**src/rtl/intc_pkg.sv**
```systemverilog
package intc_pkg;
   localparam logic [7:0] OFF_PEND    = 8'h00;
   localparam logic [7:0] OFF_MASK    = 8'h04;
   localparam logic [7:0] OFF_IDX_IRQ = 8'h10;
   localparam logic [7:0] OFF_IDX_FIQ = 8'h14;
   localparam logic [7:0] OFF_CTRL    = 8'h18;
   localparam logic [7:0] OFF_CFG     = 8'h1C;
   localparam logic [7:0] OFF_SWSET   = 8'h9C;
   localparam int         CLS_IRQ     = 0;
   localparam int         CLS_FIQ     = 1;
   localparam int         NUM_CLS     = 2;
endpackage

```
**src/rtl/intc_capture.sv**
```systemverilog
// Per-line pending state: edge/level capture, software set, clears.
// Clears are applied after sets within one cycle.
module intc_capture #(
   parameter int NLINES = 32
) (
   input  logic              clk,
   input  logic              rst_n,
   input  logic [NLINES-1:0] line_in,
   input  logic [NLINES-1:0] level_cfg,
   input  logic [NLINES-1:0] sw_set,
   input  logic              wclr_en,
   input  logic [NLINES-1:0] wclr_keep,
   input  logic [NLINES-1:0] ack_clr,
   output logic [NLINES-1:0] pend_q,
   output logic [NLINES-1:0] in_q
);
   logic [NLINES-1:0] rise, fall, set_v, clr_v, pend_d;

   always_comb begin
      rise  = line_in & ~in_q;
      fall  = in_q & ~line_in;
      set_v = (rise & ~level_cfg) | (line_in & level_cfg) | sw_set;
      clr_v = (fall & level_cfg) | ack_clr;
      if (wclr_en)
         clr_v = clr_v | ~(wclr_keep | (level_cfg & line_in));
      pend_d = (pend_q | set_v) & ~clr_v;
   end

   always_ff @(posedge clk) begin
      if (!rst_n) begin
         pend_q <= '0;
         in_q   <= '0;
      end else begin
         pend_q <= pend_d;
         in_q   <= line_in;
      end
   end
endmodule

```
**src/rtl/intc_select.sv**
```systemverilog
// Priority scan: lowest value wins, later (higher) index wins ties.
module intc_select #(
   parameter int NLINES = 32,
   parameter int PRIO_W = 5,
   localparam int IDX_W = $clog2(NLINES)
) (
   input  logic [NLINES-1:0]             qual,
   input  logic [NLINES-1:0][PRIO_W-1:0] prio,
   output logic                          found,
   output logic [IDX_W-1:0]              winner
);
   logic [PRIO_W-1:0] best;

   always_comb begin
      found  = 1'b0;
      winner = '0;
      best   = '1;
      for (int i = 0; i < NLINES; i++) begin
         if (qual[i] && prio[i] <= best) begin
            found  = 1'b1;
            best   = prio[i];
            winner = IDX_W'(i);
         end
      end
   end
endmodule

```
**src/rtl/intc_gate.sv**
```systemverilog
// One output class: arbitration-enable flag, sticky output, captured index.
module intc_gate #(
   parameter int IDX_W = 5
) (
   input  logic             clk,
   input  logic             rst_n,
   input  logic             rearm,
   input  logic             found,
   input  logic [IDX_W-1:0] winner,
   output logic             out_q,
   output logic             agree_q,
   output logic [IDX_W-1:0] idx_q
);
   always_ff @(posedge clk) begin
      if (!rst_n) begin
         agree_q <= 1'b1;
         out_q   <= 1'b0;
         idx_q   <= '0;
      end else if (rearm) begin
         agree_q <= 1'b1;
         out_q   <= 1'b0;
      end else if (agree_q && found) begin
         agree_q <= 1'b0;
         out_q   <= 1'b1;
         idx_q   <= winner;
      end
   end
endmodule

```
**src/rtl/edge_level_intc.sv**
```systemverilog
module edge_level_intc
   import intc_pkg::*;
#(
   parameter int NLINES = 32,
   parameter int PRIO_W = 5,
   parameter int ADDR_W = 8,
   parameter int DATA_W = 32
) (
   input  logic              clk,
   input  logic              rst_n,
   input  logic [NLINES-1:0] line_in,
   input  logic              bus_valid,
   input  logic              bus_write,
   input  logic [ADDR_W-1:0] bus_addr,
   input  logic [DATA_W-1:0] bus_wdata,
   output logic [DATA_W-1:0] bus_rdata,
   output logic              irq_o,
   output logic              fiq_o
);
   localparam int IDX_W  = $clog2(NLINES);
   localparam int CFG_W  = PRIO_W + 2;
   localparam int WORD_W = ADDR_W - 2;

   if (NLINES < 2 || NLINES > 32) begin : g_bad_lines
      $error("NLINES must lie in 2..32");
   end
   if (DATA_W != 32 || ADDR_W < 8) begin : g_bad_bus
      $error("bus must be 32 bits wide with at least 8 address bits");
   end
   if (CFG_W > DATA_W || PRIO_W < 1) begin : g_bad_prio
      $error("priority field does not fit the configuration word");
   end

   logic wr, rd;
   logic [WORD_W-1:0] cfg_word;
   logic cfg_hit;
   logic [IDX_W-1:0] cfg_idx;

   assign wr       = bus_valid & bus_write;
   assign rd       = bus_valid & ~bus_write;
   assign cfg_word = bus_addr[ADDR_W-1:2] - WORD_W'(OFF_CFG >> 2);
   assign cfg_hit  = (bus_addr[1:0] == 2'b00) && (cfg_word < WORD_W'(NLINES));
   assign cfg_idx  = cfg_word[IDX_W-1:0];

   // configuration and mask storage
   logic [NLINES-1:0][PRIO_W-1:0] prio_q;
   logic [NLINES-1:0] level_q, fiq_q, mask_q;

   always_ff @(posedge clk) begin
      if (!rst_n) begin
         prio_q  <= '0;
         level_q <= '0;
         fiq_q   <= '0;
         mask_q  <= '1;
      end else if (wr) begin
         if (bus_addr == ADDR_W'(OFF_MASK))
            mask_q <= bus_wdata[NLINES-1:0];
         for (int i = 0; i < NLINES; i++) begin
            if (cfg_hit && cfg_idx == IDX_W'(i)) begin
               prio_q[i]  <= bus_wdata[CFG_W-1:2];
               level_q[i] <= bus_wdata[1];
               fiq_q[i]   <= bus_wdata[0];
            end
         end
      end
   end

   // pending capture
   logic [NLINES-1:0] pend_q, in_q, sw_set, ack_clr;
   logic [NUM_CLS-1:0][IDX_W-1:0] idx_q;
   logic wclr_en;

   assign wclr_en = wr && (bus_addr == ADDR_W'(OFF_PEND));
   assign sw_set  = (wr && bus_addr == ADDR_W'(OFF_SWSET)) ?
                    (bus_wdata[NLINES-1:0] & (~bus_wdata[NLINES-1:0] + 1'b1)) : '0;

   always_comb begin
      ack_clr = '0;
      if (rd && bus_addr == ADDR_W'(OFF_IDX_IRQ))
         ack_clr = ack_clr | (NLINES'(1) << idx_q[CLS_IRQ]);
      if (rd && bus_addr == ADDR_W'(OFF_IDX_FIQ))
         ack_clr = ack_clr | (NLINES'(1) << idx_q[CLS_FIQ]);
      ack_clr = ack_clr & ~level_q;
   end

   intc_capture #(.NLINES(NLINES)) u_capture (
      .clk       (clk),
      .rst_n     (rst_n),
      .line_in   (line_in),
      .level_cfg (level_q),
      .sw_set    (sw_set),
      .wclr_en   (wclr_en),
      .wclr_keep (bus_wdata[NLINES-1:0]),
      .ack_clr   (ack_clr),
      .pend_q    (pend_q),
      .in_q      (in_q)
   );

   // per-class arbitration and output gating
   logic [NUM_CLS-1:0][NLINES-1:0] qual;
   logic [NUM_CLS-1:0] found, rearm, out_q, agree_q;
   logic [NUM_CLS-1:0][IDX_W-1:0] winner;

   for (genvar c = 0; c < NUM_CLS; c++) begin : g_cls
      assign qual[c]  = pend_q & ~mask_q & ((c == CLS_FIQ) ? fiq_q : ~fiq_q);
      assign rearm[c] = wr && (bus_addr == ADDR_W'(OFF_CTRL)) && bus_wdata[c];

      intc_select #(.NLINES(NLINES), .PRIO_W(PRIO_W)) u_select (
         .qual   (qual[c]),
         .prio   (prio_q),
         .found  (found[c]),
         .winner (winner[c])
      );

      intc_gate #(.IDX_W(IDX_W)) u_gate (
         .clk     (clk),
         .rst_n   (rst_n),
         .rearm   (rearm[c]),
         .found   (found[c]),
         .winner  (winner[c]),
         .out_q   (out_q[c]),
         .agree_q (agree_q[c]),
         .idx_q   (idx_q[c])
      );
   end

   assign irq_o = out_q[CLS_IRQ];
   assign fiq_o = out_q[CLS_FIQ];

   // read path
   always_comb begin
      bus_rdata = '0;
      if (bus_addr == ADDR_W'(OFF_PEND))
         bus_rdata[NLINES-1:0] = pend_q;
      else if (bus_addr == ADDR_W'(OFF_MASK))
         bus_rdata[NLINES-1:0] = mask_q;
      else if (bus_addr == ADDR_W'(OFF_IDX_IRQ))
         bus_rdata[IDX_W-1:0] = idx_q[CLS_IRQ];
      else if (bus_addr == ADDR_W'(OFF_IDX_FIQ))
         bus_rdata[IDX_W-1:0] = idx_q[CLS_FIQ];
      else if (cfg_hit)
         bus_rdata[CFG_W-1:0] = {prio_q[cfg_idx], level_q[cfg_idx], fiq_q[cfg_idx]};
   end
endmodule

```
**config.mk**
```make
export PLATFORM = sky130hd
export DESIGN_NAME = edge_level_intc
export DESIGN_NICKNAME = d
export VERILOG_FILES = /design/src/rtl/intc_pkg.sv /design/src/rtl/intc_capture.sv /design/src/rtl/intc_select.sv /design/src/rtl/intc_gate.sv /design/src/rtl/edge_level_intc.sv
export SDC_FILE = /design/constraint.sdc
export NUM_CORES = 2
export LEC_CHECK = 0
export ABC_CLOCK_PERIOD_IN_PS = 66900
export BUFFER_PORTS_ARGS = -buffer_cell sky130_fd_sc_hd__buf_2
export CAP_MARGIN = 15
export CORE_MARGIN = 2
export CORE_UTILIZATION = 40
export DETAILED_ROUTE_END_ITERATION = 16
export GPL_TIMING_DRIVEN = 1
export PLACE_DENSITY = 0.63
export SYNTH_ARGS = -nofsm -noshare
export SYNTH_HDL_FRONTEND = slang
export SYNTH_HIERARCHICAL = 1
export SYNTH_SLANG_ARGS = --single-unit
```
**constraint.sdc**
```tcl
create_clock -name clk -period 66.9 [get_ports clk]
set_input_delay 13.38 -clock clk [delete_from_list [all_inputs] [get_ports clk]]
set_output_delay 13.38 -clock clk [all_outputs]
set_load 0.02 [all_outputs]
```
==> reports/qor.txt <==
Max Buffers Root-to-Sink -> 3
Endpoints failing setup -> 0
Largest net degree at the start of global routing -> 182
Fmax achieved -> 16.4 MHz
Syn Inst Count -> 4065
Final Cycle Share -> 0.912
Peak VDD IR -> 0.0000182 V
Top FF cell, synth -> dfxtp_1
Slowest cell on crit path -> a221oi_1
Rows -> 105
Overflow after GRT -> 0
Worst min path class -> flop to flop
Fraction of registers with async set/reset -> 0
Top Family by Delay on Critical Path -> compound AO/OA/AOI/OAI gates
Number of setup buffers added after CTS -> 0
RSZ-0062 raised after global routing -> no
Clock sinks -> 334
Sequential-to-total area share from yosys stat -> 0.201
Cts repair resizes -> 0
Crit path max fanout -> 14
Worst path max stage delay -> 0.82 ns
Initial antenna violation count -> 2
Critical path class -> flop to flop
Die height -> 292 um
Area grow syn2layout -> 8.20%
Sum Neg Setup Slack -> 0 ns
LEAKAGE -> 16.7 nW
Worst clock skew -> 0.0251 ns
Worst Setup End Kind -> flop
Library cells used by synthesis -> 127
H-Tree Depth -> 2
Die ar. -> 0.0854 sq mm
First-pass GRT wire length -> 181 mm
Final #Nets -> 4404
Clock Latency Late Sink -> 0.59 ns
Layout cells sized above 1 -> 0.114
Power density over cell area -> 13.2 mW/mm^2
Initial Util -> 0.405
Normalized max-slew margin -> 0.149
Drt wl/cell -> 23.3 um
Root buffer cell -> clkbuf_16
Most frequent cells in the layout -> nand2_1 (358), dfxtp_1 (334), mux2i_1 (309)
DIE WIDTH -> 292 um
Avg Cell Area, Syn -> 8.17 sq um
WP buf/inv -> 9
Worst-margin pin slew -> 1.27 ns
DRT antenna net count -> 0
Netlist Area Pre-Place -> 0.0332 sq mm
CORE AREA -> 0.0821 sq mm
Most common cell on crit path -> ha_1
Pins Over Slew Limit -> 0
Synth area leader -> dfxtp_1
Final Total Pwr -> 0.475 mW
PortBufs -> 109
Post-DR vias/cell -> 6.13
Max cap viols -> 0
Gpl congestion -> 1.01
Ports -> 110
Aggregate routed wire length -> 120 mm
Number of global-route vias before repair -> 29.2k
Min cycle time layout -> 61.04 ns
TritonCTS clock tree -> yes
Yosys reg bits -> 334
Tot GR Track Use -> 0.273
Ys Warns -> 6
Commonest non-fill, non-tap cell in the layout -> nand2_1
DR iter-0 viols -> 3162
CP required -> 67.34 ns
Worst Setup Start Kind -> flop
Top cells by area, synth -> dfxtp_1 (20%), ha_1 (9.6%), mux2i_1 (9.3%), nor2b_1 (5.4%), mux4_2 (4.2%)
CTS clock-pin slew for the worst setup and hold paths -> 0.06 ns
Arrival @ worst endpoint -> 61.48 ns
Status -> complete, no violations
Hold Vio Cnt, Final -> 0
Yosys top cell area share -> 0.201
Cts hold-fix bufs -> 0
Via count -> 31.7k
Post-detail-place hpwl -> 92.4 mm
Syn_nets -> 4397
Drt drc -> 0
First-pass DRT Iterations -> 6
Number of buffers created by CTS -> 41
EDFF count, synth -> 0
-- cells by family after synthesis --
| kind of cell | count (synthesis) | share of synthesized area |
|---|---|---|
| compound gates | 1006 | 0.222 |
| flops | 334 | 0.201 |
| xor+xnor | 12 | 0.00316 |
| simple gates | 1636 | 0.270 |
| mux | 431 | 0.157 |
| fa+ha+maj | 262 | 0.0983 |
| buf+inv | 384 | 0.0484 |
-- state kept, by name, indices dropped and copies added, names as in the netlist --
register              count
u_capture/in_q           32
g_cls.u_gate/agree_q      2
g_cls.u_gate/idx_q       10
g_cls.u_gate/out_q        2
fiq_q                    32
prio_q                  160
level_q                  32
u_capture/pend_q         32
mask_q                   32
-- where the power goes --
part           internal [mW]  leakage, nW  total [mW]  switching (mW)
logic                 0.0131         13.3      0.0362          0.0231
clock network          0.140        0.692       0.235          0.0952
registers              0.202         2.71       0.204         0.00251
total                  0.355         16.7       0.475           0.121
-- worst paths after layout --
| check | cells after the start | slack, ns | start | end |
|---|---|---|---|---|
| max | 262 | 5.86 | mask_q[0] | g_cls[1].u_gate/idx_q[1] |
| min | 2 | 0.50 | mask_q[14] | mask_q[14] |
| max reg2reg | 262 | 5.86 | mask_q[0] | g_cls[1].u_gate/idx_q[1] |
| min reg2reg | 2 | 0.50 | mask_q[14] | mask_q[14] |
-- worst register-to-register path, delay by kind of cell (launching register included) --
| kind | cells | cell delay, ns |
|---|---|---|
| AO/OA/AOI/OAI | 133 | 30.69 |
| AND/OR/NAND/NOR | 69 | 12.80 |
| buffers and inverters | 9 | 1.04 |
| flip-flops | 1 | 0.35 |
| adder cells (fa/ha/maj) | 32 | 9.11 |
| multiplexers | 19 | 6.96 |
-- routing by layer --
layer | vias to the layer above | GRT usage | wire length [um]
li1 | 15000 | - | -
met1 | 15200 | 0.379 | 53800
met2 | 1268 | 0.430 | 52800
met3 | 228 | 0.0413 | 9630
met4 | 2 | 0.0903 | 4230
met5 | - | 0 | 11
-- cells in the mapped netlist, types with 12 or more instances --
library cell	count
a211oi_1	18
a21boi_0	28
a21o_1	101
a21oi_1	217
a22o_1	49
a22oi_1	63
a31oi_1	20
and2_1	62
and3_1	83
and3b_1	42
buf_2	45
buf_4	13
clkbuf_1	96
dfxtp_1	334
ha_1	256
inv_1	214
mux2_2	49
mux2i_1	309
mux4_2	62
nand2_1	358
nand2b_1	101
nand3_1	108
nand3_4	12
nand3b_1	37
nand4_1	17
nor2_1	307
nor2b_1	286
nor3_1	41
nor3b_1	48
nor4_1	18
o2111ai_1	15
o211ai_1	19
o21a_1	41
o21ai_0	126
o21ai_1	12
o221ai_1	16
o22a_1	12
o22ai_1	18
o311ai_0	34
o31ai_1	22
or2_2	27
or3_1	23
-- through the flow --
stage          std cells  worst slack, ns  utilization  hold WS [ns]  cell area (sq um)
5_1_grt             5173            0.386        0.438         0.520              35900
6_report            5178             5.86        0.438         0.496              35900
3_5_place_dp        5097             6.72        0.420         0.490              34500
4_1_cts             5171             6.52        0.437         0.496              35900
2_1_floorplan       4065            13.56            -         0.452              33200
3_3_place_gp        5097             8.21        0.420         0.485              34500
-- final cells by class --
type | instances | area, sq um
multi-input combinational | 3347 | 25000
clock inverter | 17 | 204
sequential | 334 | 6690
antenna | 5 | 12.5
timing repair buffer | 133 | 736
inverter | 215 | 807
tap | 1070 | 1340
fill | 8299 | 46200
clock buffer | 57 | 1190
Power figures use the tool's default switching activity.
